File: config.mk
export PLATFORM = sky130hd
export DESIGN_NAME = arx_half_mix
export DESIGN_NICKNAME = d
export VERILOG_FILES = /design/src/rtl/arx_pkg.sv /design/src/rtl/arx_rot_select.sv /design/src/rtl/arx_front_stage.sv /design/src/rtl/arx_back_stage.sv /design/src/rtl/arx_half_mix.sv
export SDC_FILE = /design/constraint.sdc
export NUM_CORES = 1
export LEC_CHECK = 0
export ABC_AREA = 1
export CAP_MARGIN = 20
export CORE_MARGIN = 2
export CORE_UTILIZATION = 54
export DETAILED_ROUTE_END_ITERATION = 6
export PLACE_DENSITY = 0.93
export SYNTH_ARGS = -nofsm -noshare
export SYNTH_HDL_FRONTEND = slang
export SYNTH_SLANG_ARGS = --single-unit
File: constraint.sdc
create_clock -name clk -period 4.5 [get_ports clk]
set_input_delay 1.35 -clock clk [delete_from_list [all_inputs] [get_ports clk]]
set_output_delay 1.35 -clock clk [all_outputs]
set_load 0.02 [all_outputs]
File: src/rtl/arx_pkg.sv
package arx_pkg;

    localparam int WORD_W = 32;
    localparam int ROT_W  = $clog2(WORD_W);

    typedef logic [WORD_W-1:0] word_t;
    typedef logic [ROT_W-1:0]  rot_t;

    typedef struct packed {
        word_t a;
        word_t b;
        word_t c;
        word_t d;
    } quad_t;

    typedef struct packed {
        rot_t first;
        rot_t second;
    } rot_pair_t;

    typedef enum logic {
        PH_WIDE   = 1'b0,
        PH_NARROW = 1'b1
    } phase_e;

    function automatic word_t rot_right(word_t x, rot_t r);
        word_t lo;
        word_t hi;
        lo = x >> r;
        hi = x << (ROT_W'(WORD_W - 1) - r + 1'b1);
        return (r == '0) ? x : (lo | hi);
    endfunction

    function automatic word_t rot_left(word_t x, rot_t r);
        word_t lo;
        word_t hi;
        hi = x << r;
        lo = x >> (ROT_W'(WORD_W - 1) - r + 1'b1);
        return (r == '0) ? x : (hi | lo);
    endfunction

endpackage

File: src/rtl/arx_rot_select.sv
module arx_rot_select
    import arx_pkg::*;
#(
    parameter int WIDE_R1   = 16,
    parameter int WIDE_R2   = 12,
    parameter int NARROW_R1 = 8,
    parameter int NARROW_R2 = 7
) (
    input  phase_e    phase_i,
    output rot_pair_t rot_o
);

    localparam rot_pair_t WIDE_PAIR   = '{first: rot_t'(WIDE_R1),   second: rot_t'(WIDE_R2)};
    localparam rot_pair_t NARROW_PAIR = '{first: rot_t'(NARROW_R1), second: rot_t'(NARROW_R2)};

    always_comb begin
        unique case (phase_i)
            PH_WIDE:   rot_o = WIDE_PAIR;
            PH_NARROW: rot_o = NARROW_PAIR;
            default:   rot_o = WIDE_PAIR;
        endcase
    end

endmodule

File: src/rtl/arx_front_stage.sv
module arx_front_stage
    import arx_pkg::*;
(
    input  logic  clk,
    input  logic  rst,
    input  logic  in_valid,
    input  quad_t q_i,
    input  word_t cm_i,
    input  rot_pair_t rot_i,
    output logic  out_valid,
    output quad_t q_o,
    output rot_t  r2_o
);

    word_t a_sum;
    word_t d_mix;

    always_comb begin
        a_sum = q_i.a + q_i.b + cm_i;
        d_mix = rot_right(q_i.d ^ a_sum, rot_i.first);
    end

    always_ff @(posedge clk) begin
        if (rst) begin
            out_valid <= 1'b0;
            q_o       <= '0;
            r2_o      <= '0;
        end else begin
            out_valid <= in_valid;
            if (in_valid) begin
                q_o.a <= a_sum;
                q_o.b <= q_i.b;
                q_o.c <= q_i.c;
                q_o.d <= d_mix;
                r2_o  <= rot_i.second;
            end
        end
    end

    // undoing the rotation and the xor with the new A must give back the original D
    p_d_inverse_r3: assert property (@(posedge clk) disable iff (rst)
        out_valid |-> ((rot_left(q_o.d, $past(rot_i.first)) ^ q_o.a) == $past(q_i.d)));

    // the new A minus B and CM must give back the original A
    p_a_inverse_r2: assert property (@(posedge clk) disable iff (rst)
        out_valid |-> ((q_o.a - $past(q_i.b) - $past(cm_i)) == $past(q_i.a)));

endmodule

File: src/rtl/arx_back_stage.sv
module arx_back_stage
    import arx_pkg::*;
(
    input  logic  clk,
    input  logic  rst,
    input  logic  in_valid,
    input  quad_t q_i,
    input  rot_t  r2_i,
    output logic  done_o,
    output quad_t q_o
);

    word_t c_sum;
    word_t b_mix;

    always_comb begin
        c_sum = q_i.c + q_i.d;
        b_mix = rot_right(q_i.b ^ c_sum, r2_i);
    end

    always_ff @(posedge clk) begin
        if (rst) begin
            done_o <= 1'b0;
            q_o    <= '0;
        end else begin
            done_o <= in_valid;
            if (in_valid) begin
                q_o.a <= q_i.a;
                q_o.b <= b_mix;
                q_o.c <= c_sum;
                q_o.d <= q_i.d;
            end
        end
    end

    // undoing the rotation and the xor with the new C must give back the original B
    p_b_inverse_r5: assert property (@(posedge clk) disable iff (rst)
        done_o |-> ((rot_left(q_o.b, $past(r2_i)) ^ q_o.c) == $past(q_i.b)));

    // the new C minus the new D must give back the original C
    p_c_inverse_r4: assert property (@(posedge clk) disable iff (rst)
        done_o |-> ((q_o.c - q_o.d) == $past(q_i.c)));

    // results hold while no completion is signalled
    p_hold_r9: assert property (@(posedge clk) disable iff (rst)
        !done_o |-> $stable(q_o));

endmodule

File: src/rtl/arx_half_mix.sv
module arx_half_mix
    import arx_pkg::*;
#(
    parameter int WIDE_R1   = 16,
    parameter int WIDE_R2   = 12,
    parameter int NARROW_R1 = 8,
    parameter int NARROW_R2 = 7
) (
    input  logic              clk,
    input  logic              rst,
    input  logic              start,
    input  logic              phase,
    input  logic [WORD_W-1:0] a_in,
    input  logic [WORD_W-1:0] b_in,
    input  logic [WORD_W-1:0] c_in,
    input  logic [WORD_W-1:0] d_in,
    input  logic [WORD_W-1:0] cm_in,
    output logic              done,
    output logic [WORD_W-1:0] a_out,
    output logic [WORD_W-1:0] b_out,
    output logic [WORD_W-1:0] c_out,
    output logic [WORD_W-1:0] d_out
);

    quad_t     q_in;
    quad_t     q_mid;
    quad_t     q_res;
    rot_pair_t rot_sel;
    rot_t      r2_mid;
    logic      mid_valid;

    assign q_in = '{a: a_in, b: b_in, c: c_in, d: d_in};

    arx_rot_select #(
        .WIDE_R1  (WIDE_R1),
        .WIDE_R2  (WIDE_R2),
        .NARROW_R1(NARROW_R1),
        .NARROW_R2(NARROW_R2)
    ) u_rot (
        .phase_i(phase_e'(phase)),
        .rot_o  (rot_sel)
    );

    arx_front_stage u_front (
        .clk      (clk),
        .rst      (rst),
        .in_valid (start),
        .q_i      (q_in),
        .cm_i     (cm_in),
        .rot_i    (rot_sel),
        .out_valid(mid_valid),
        .q_o      (q_mid),
        .r2_o     (r2_mid)
    );

    arx_back_stage u_back (
        .clk     (clk),
        .rst     (rst),
        .in_valid(mid_valid),
        .q_i     (q_mid),
        .r2_i    (r2_mid),
        .done_o  (done),
        .q_o     (q_res)
    );

    assign a_out = q_res.a;
    assign b_out = q_res.b;
    assign c_out = q_res.c;
    assign d_out = q_res.d;

    // every accepted start completes exactly two edges later
    p_latency_r7: assert property (@(posedge clk) disable iff (rst)
        start |-> ##2 done);

    // no completion without a start two edges earlier
    p_no_spurious_done_r7: assert property (@(posedge clk) disable iff (rst)
        done |-> $past(start, 2));

endmodule

Word-level counts from Yosys, hierarchy flattened:

Index checks and enable logic that the tools add are counted.

* add/subtract/negate cells: 7
* multipliers: 0
* divide/modulo/power cells: 0
* order comparisons: 0
* eq/ne operators: 0
* shift operators: 4
* mux-type cells: 3
* bitwise logic cells: 5
* reduce and logical (&&, ||, !) cells: 2

Operators with widths (count)
* 32-bit adder: 3
* 32-bit two-way mux: 2
* 32-bit OR: 2
* 32-bit by 5-bit left shift with 32-bit output: 2
* 32-bit by 5-bit right shift with 32-bit output: 2
* 32-bit bitwise XOR: 2
* 10-bit case mux with 2 select lines: 1
* 5-bit by 1-bit adder with 5-bit output (second input constant): 2
* 5-bit logical NOT: 2
* 5-bit subtractor (first input constant): 2
* 1-bit NOT: 1

* bits in registers: 263
* latch bits: 0
* memory bits (writable): 0
* bits in read-only memories: 0
* input bits: 164
* output and inout port bits: 129
* word-level logic and storage cells: 32
* memories: 0

Longest topological paths before layout:

* word-level depth: 7
* gate-level depth with buffers: 21
* depth with buffers taken out: 21

By module:

From an unflattened synthesis, not the netlist that was laid out.

* cell total of the unflattened synthesis: 4089
* area, all modules: 23711.5 um^2

By module, submodules not included
* arx_front_stage: times used 1, cells an instance 2079, area each 12281.8 um^2, seq. area each 2682.6 um^2
* arx_back_stage: times used 1, cells an instance 1998, area each 11350.9 um^2, seq. area each 2582.5 um^2
* arx_rot_select: times used 1, cells an instance 12, area each 78.8 um^2, seq. area each 0.0 um^2

Worst setup path after synthesis:

OpenSTA, ideal clock, no wires.

* kind: input to register
* start: input a_in[1]
* end: register u_front.q_o[5] (netlist bit)
* library setup time: 118 ps
* arrival time: 3857 ps
* required time: 4382 ps
* path slack: 524 ps
* stages on the path: 16
* path through: inv_1 > fa_1 > inv_1 > ha_1 > fa_1 > nand3_1 > nand3_1 > nand2_1 > nand3_2 > a21oi_1 > nor2_1 > o21ai_0 > nand2_1 > or2_1 > a31oi_1 > nor2_1

* longest elaborated chain between the ends: 6
* elaborated cells on any way between the ends: 7
* those cells by class: 2 x add/sub; 2 x shift; 1 x mux; 2 x bitwise

Ends and longest elaborated chain
* start: declaration: line arx_half_mix.sv:13 `input logic [WORD_W-1:0] a_in,`
* 32-bit adder * (2 in series): line arx_front_stage.sv:19 `a_sum = q_i.a + q_i.b + cm_i;`
* 32-bit bitwise XOR *: line arx_front_stage.sv:20 `d_mix = rot_right(q_i.d ^ a_sum, rot_i.first);`
* 32-bit by 5-bit right shift with 32-bit output or 32-bit by 5-bit left shift with 32-bit output (tied branches): line arx_pkg.sv:29, arx_pkg.sv:30
* 32-bit OR: line arx_pkg.sv:31 `return (r == '0) ? x : (lo | hi);`
* 32-bit two-way mux *: line arx_pkg.sv:31
* end: declaration: line arx_front_stage.sv:11 `output quad_t q_o,`

Mark *: on every way between the ends. The rest lies on a longest branch, timed or not.
A chain may end at the register's enable or synchronous reset.

Final worst setup path:

* start: input a_in[1]
* end: register u_front.q_o[21] (netlist bit)

The elaborated chain is that of the path after synthesis.

==> summary.md <==
| Metric | Value |
|---|---|
| Total grt overflow | `0` |
| Critical path class | `in -> reg` |
| Placer Congestion | `1.05` |
| Die area | `32800 um^2` |
| Clock sinks | `261` |
| Vias per cell | `5.79` |
| Met1 Resource Use GR | `50.3%` |
| DP Area | `20800 um^2` |
| Worst Slack Setup Final | `0.281 ns` |
| Drt wl/cell | `20.9 um` |
| Post-DP HPWL | `55500 um` |
| Seq. cell area | `5230 um^2` |
| IO Pins | `293` |
| Vias in the first global route | `19067` |
| IO Port Bufs | `292` |
| Rows | `64` |
| TritonCTS clock tree | `done` |
| Final instance area | `21800 um^2` |
| Yosys top cell area share | `30.9%` |
| Post-Route Setup TNS | `0 ns` |
| Syn Inst Count | `2606` |
| Hold crit path type | `reg -> reg` |
| Initial antenna violation count | `3` |
| Crit Path Max Fanout | `4` |
| Delay-heaviest family, CP | `adder cells` |
| Total core area | `30700 um^2` |
| Post-place setup slack | `-0.320 ns` |
| Tmin final | `4.22 ns` |
| Outcome | `completed` |
| Worst VDD drop | `312 uV` |
| Synth Register Bits | `261` |
| Largest cells by area after synthesis | `dfxtp_1, nand2_1, nor2_1` |
| Sequential-to-total area share from yosys stat | `30.9%` |
| Achievable Freq | `237 MHz` |
| Fillers | `2507` |
| CP Capture Type | `register` |
| Post-Route WL | `70200 um` |
| Layout area overhead | `28.9%` |
| Worst Tran Pin Value | `1.15 ns` |
| Global routing's busiest layer | `met2` |
| DR pass1 iterations | `7` |
| Lkg Pwr | `10.6 nW` |
| Area leader, netlist | `dfxtp_1` |
| Share of layout cells above drive strength 1 | `8.62%` |
| Clk slew on worst S/H paths | `0.07 ns` |
| Number of max-cap violations | `0` |
| RSZ-0062 raised after global routing | `false` |
| Synthesized area per cell | `6.49 um^2` |
| # setup viols final | `0` |
| Pwr Density | `398 nW/um^2` |
| Max Buffers Root-to-Sink | `3` |
| YS warnings | `0` |
| Final Cycle Share | `93.8%` |
| Fin Clk Skew | `0.0201 ns` |
| Distinct cells, synth | `52` |
| Crit path max-delay cell type | `fa_1` |
| Startpoint types | `primary input` |
| Syn Nets | `2865` |
| Largest net degree at the start of global routing | `96` |
| Layout Nets | `3207` |
| Vias post-DR | `19483` |
| Crit path DAT | `4.62 ns` |
| Total power | `8.68 mW` |
| Area occupied by multi-input gates | `9970 um^2` |
| Mapped Area | `16900 um^2` |
| Hold Fails Final Rpt | `0` |
| Post-route insts no fill | `3367` |
| Drt drc | `0` |
| Detail Route Antenna Nets | `0` |
| Most frequent CP cell | `nand2_1` |
| Htree depth | `1` |
| Layout Utilization | `70.9%` |
| Crit-path max cell delay | `0.54 ns` |
| Grt met3 use | `9.19%` |
| Global-route total usage across every layer | `42.1%` |
| Final Max Slew Viols | `0` |
| First-pass GRT wire length | `107000 um` |
| Post-Place Cells | `3314` |
| Clock latency on the worst-skew pair | `0.57 ns` |
| Post-CTS setup buffers | `0` |
| Hold WS | `0.466 ns` |
| Data required, critical path | `4.90 ns` |
| Drt initial violations | `2090` |
| Root Driver | `clkbuf_16` |
| Die H | `181 um` |
| Starting density of the core | `55.0%` |
| Slew headroom | `23.6%` |
| Cells along the critical path | `clkdlybuf4s50_1, inv_1, fa_1, inv_1, ha_1, fa_1, nand3_1, nand3_1, nand2_1, nand3_2, inv_1, o21ai_0, nand4_1, nand2_1, nand2_1, nand2_1, or2_2, nand3_1, a21oi_1` |
| Met2 Use GR | `70.5%` |
| Die X | `181 um` |
| Total CTS buffers | `28` |
| Buf/Inv on CP | `4` |
| Hold buffers post-CTS | `0` |
-- timing repair --
action,CTS,global route
endpoints found under the hold margin,0,0
gates resized for setup,0,1
endpoints found under the setup margin,0,2
-- state kept, by name, summed over array words and instances (netlist names) --
register	count
u_back.q_o	128
u_front.q_o	128
u_front.r2_o	3
u_back.done_o	1
u_front.out_valid	1
-- layout by cell type (no fill, tap or decap), drive strengths merged, types with 16 or more instances in the layout --
cell           instances
ha                    62
o21ai                233
dfxtp                261
nand4                 16
inv                  331
a31oi                 21
clkbuf                42
xor2                  34
a21oi                138
nand3                258
clkdlybuf4s50        290
xnor2                 25
o211ai                23
nand2                618
nor2                 366
fa                    33
buf                  131
-- cell usage after synthesis (all sizes together) --
cell    instances
mux2i           1
xor2           34
and2            4
o21bai         10
a211oi          2
nor2          366
nand3         258
a221oi          1
o211ai         23
or2            14
a32oi           1
o22ai          10
o21a            2
fa             33
a21oi         138
o21ai         233
nand4          16
a21o            5
a22oi           7
nand3b          5
ha             62
o221a           1
a31oi          21
xnor2          25
nand2         618
nor4            2
clkbuf         80
inv           330
dfxtp         261
buf            29
xnor3           1
nor3            9
clkinv          4
-- report_power, final --
group          internal, mW  total, mW  switching (mW)
Combinational          1.35       3.53            2.18
Sequential             2.53       2.75           0.221
Clock                  1.37       2.40            1.03
-- routing by layer --
layer / wire (um) / vias to the layer above
li1: - / 9067
met1: 26900 / 8980
met2: 32000 / 1174
met3: 6800 / 260
met4: 4550 / 2
met5: 13 / -
-- worst paths after layout --
kind	slack, ns	depth (start not counted)	from	end
hold reg to reg	0.47	2	u_back.q_o[75]	u_back.q_o[75]
setup reg to reg	1.08	18	u_front.q_o[0]	u_back.q_o[76]
setup / recovery	0.28	19	a_in[1]	u_front.q_o[21]
hold / removal	0.47	2	u_back.q_o[75]	u_back.q_o[75]
-- logic make-up after synthesis --
kind of cell,share of synthesized area [%]
AOI/OAI and AO/OA,14.6
xor gates and xnor gates,3.19
adders and majority gates,8.49
buffers and inverters,10.2
DFF,30.9
muxes,0.0592
and+or+nand+nor,32.6
-- tightest hold or removal path: stages (launching register included) --
cell,delay (ns)
dfxtp_1,0.31
nand2_1,0.06
a21oi_1,0.05
-- final cells by class --
class	count	share of cell area, %
clock buffer	42	3.92
timing repair buffer	421	17.9
inverter	334	5.77
clock inverter	9	0.402
antenna	2	0.0230
multi-input combinational	1902	45.7
sequential	261	24.0
tap	396	2.27
No activity file was read; power rests on OpenSTA's default activity.
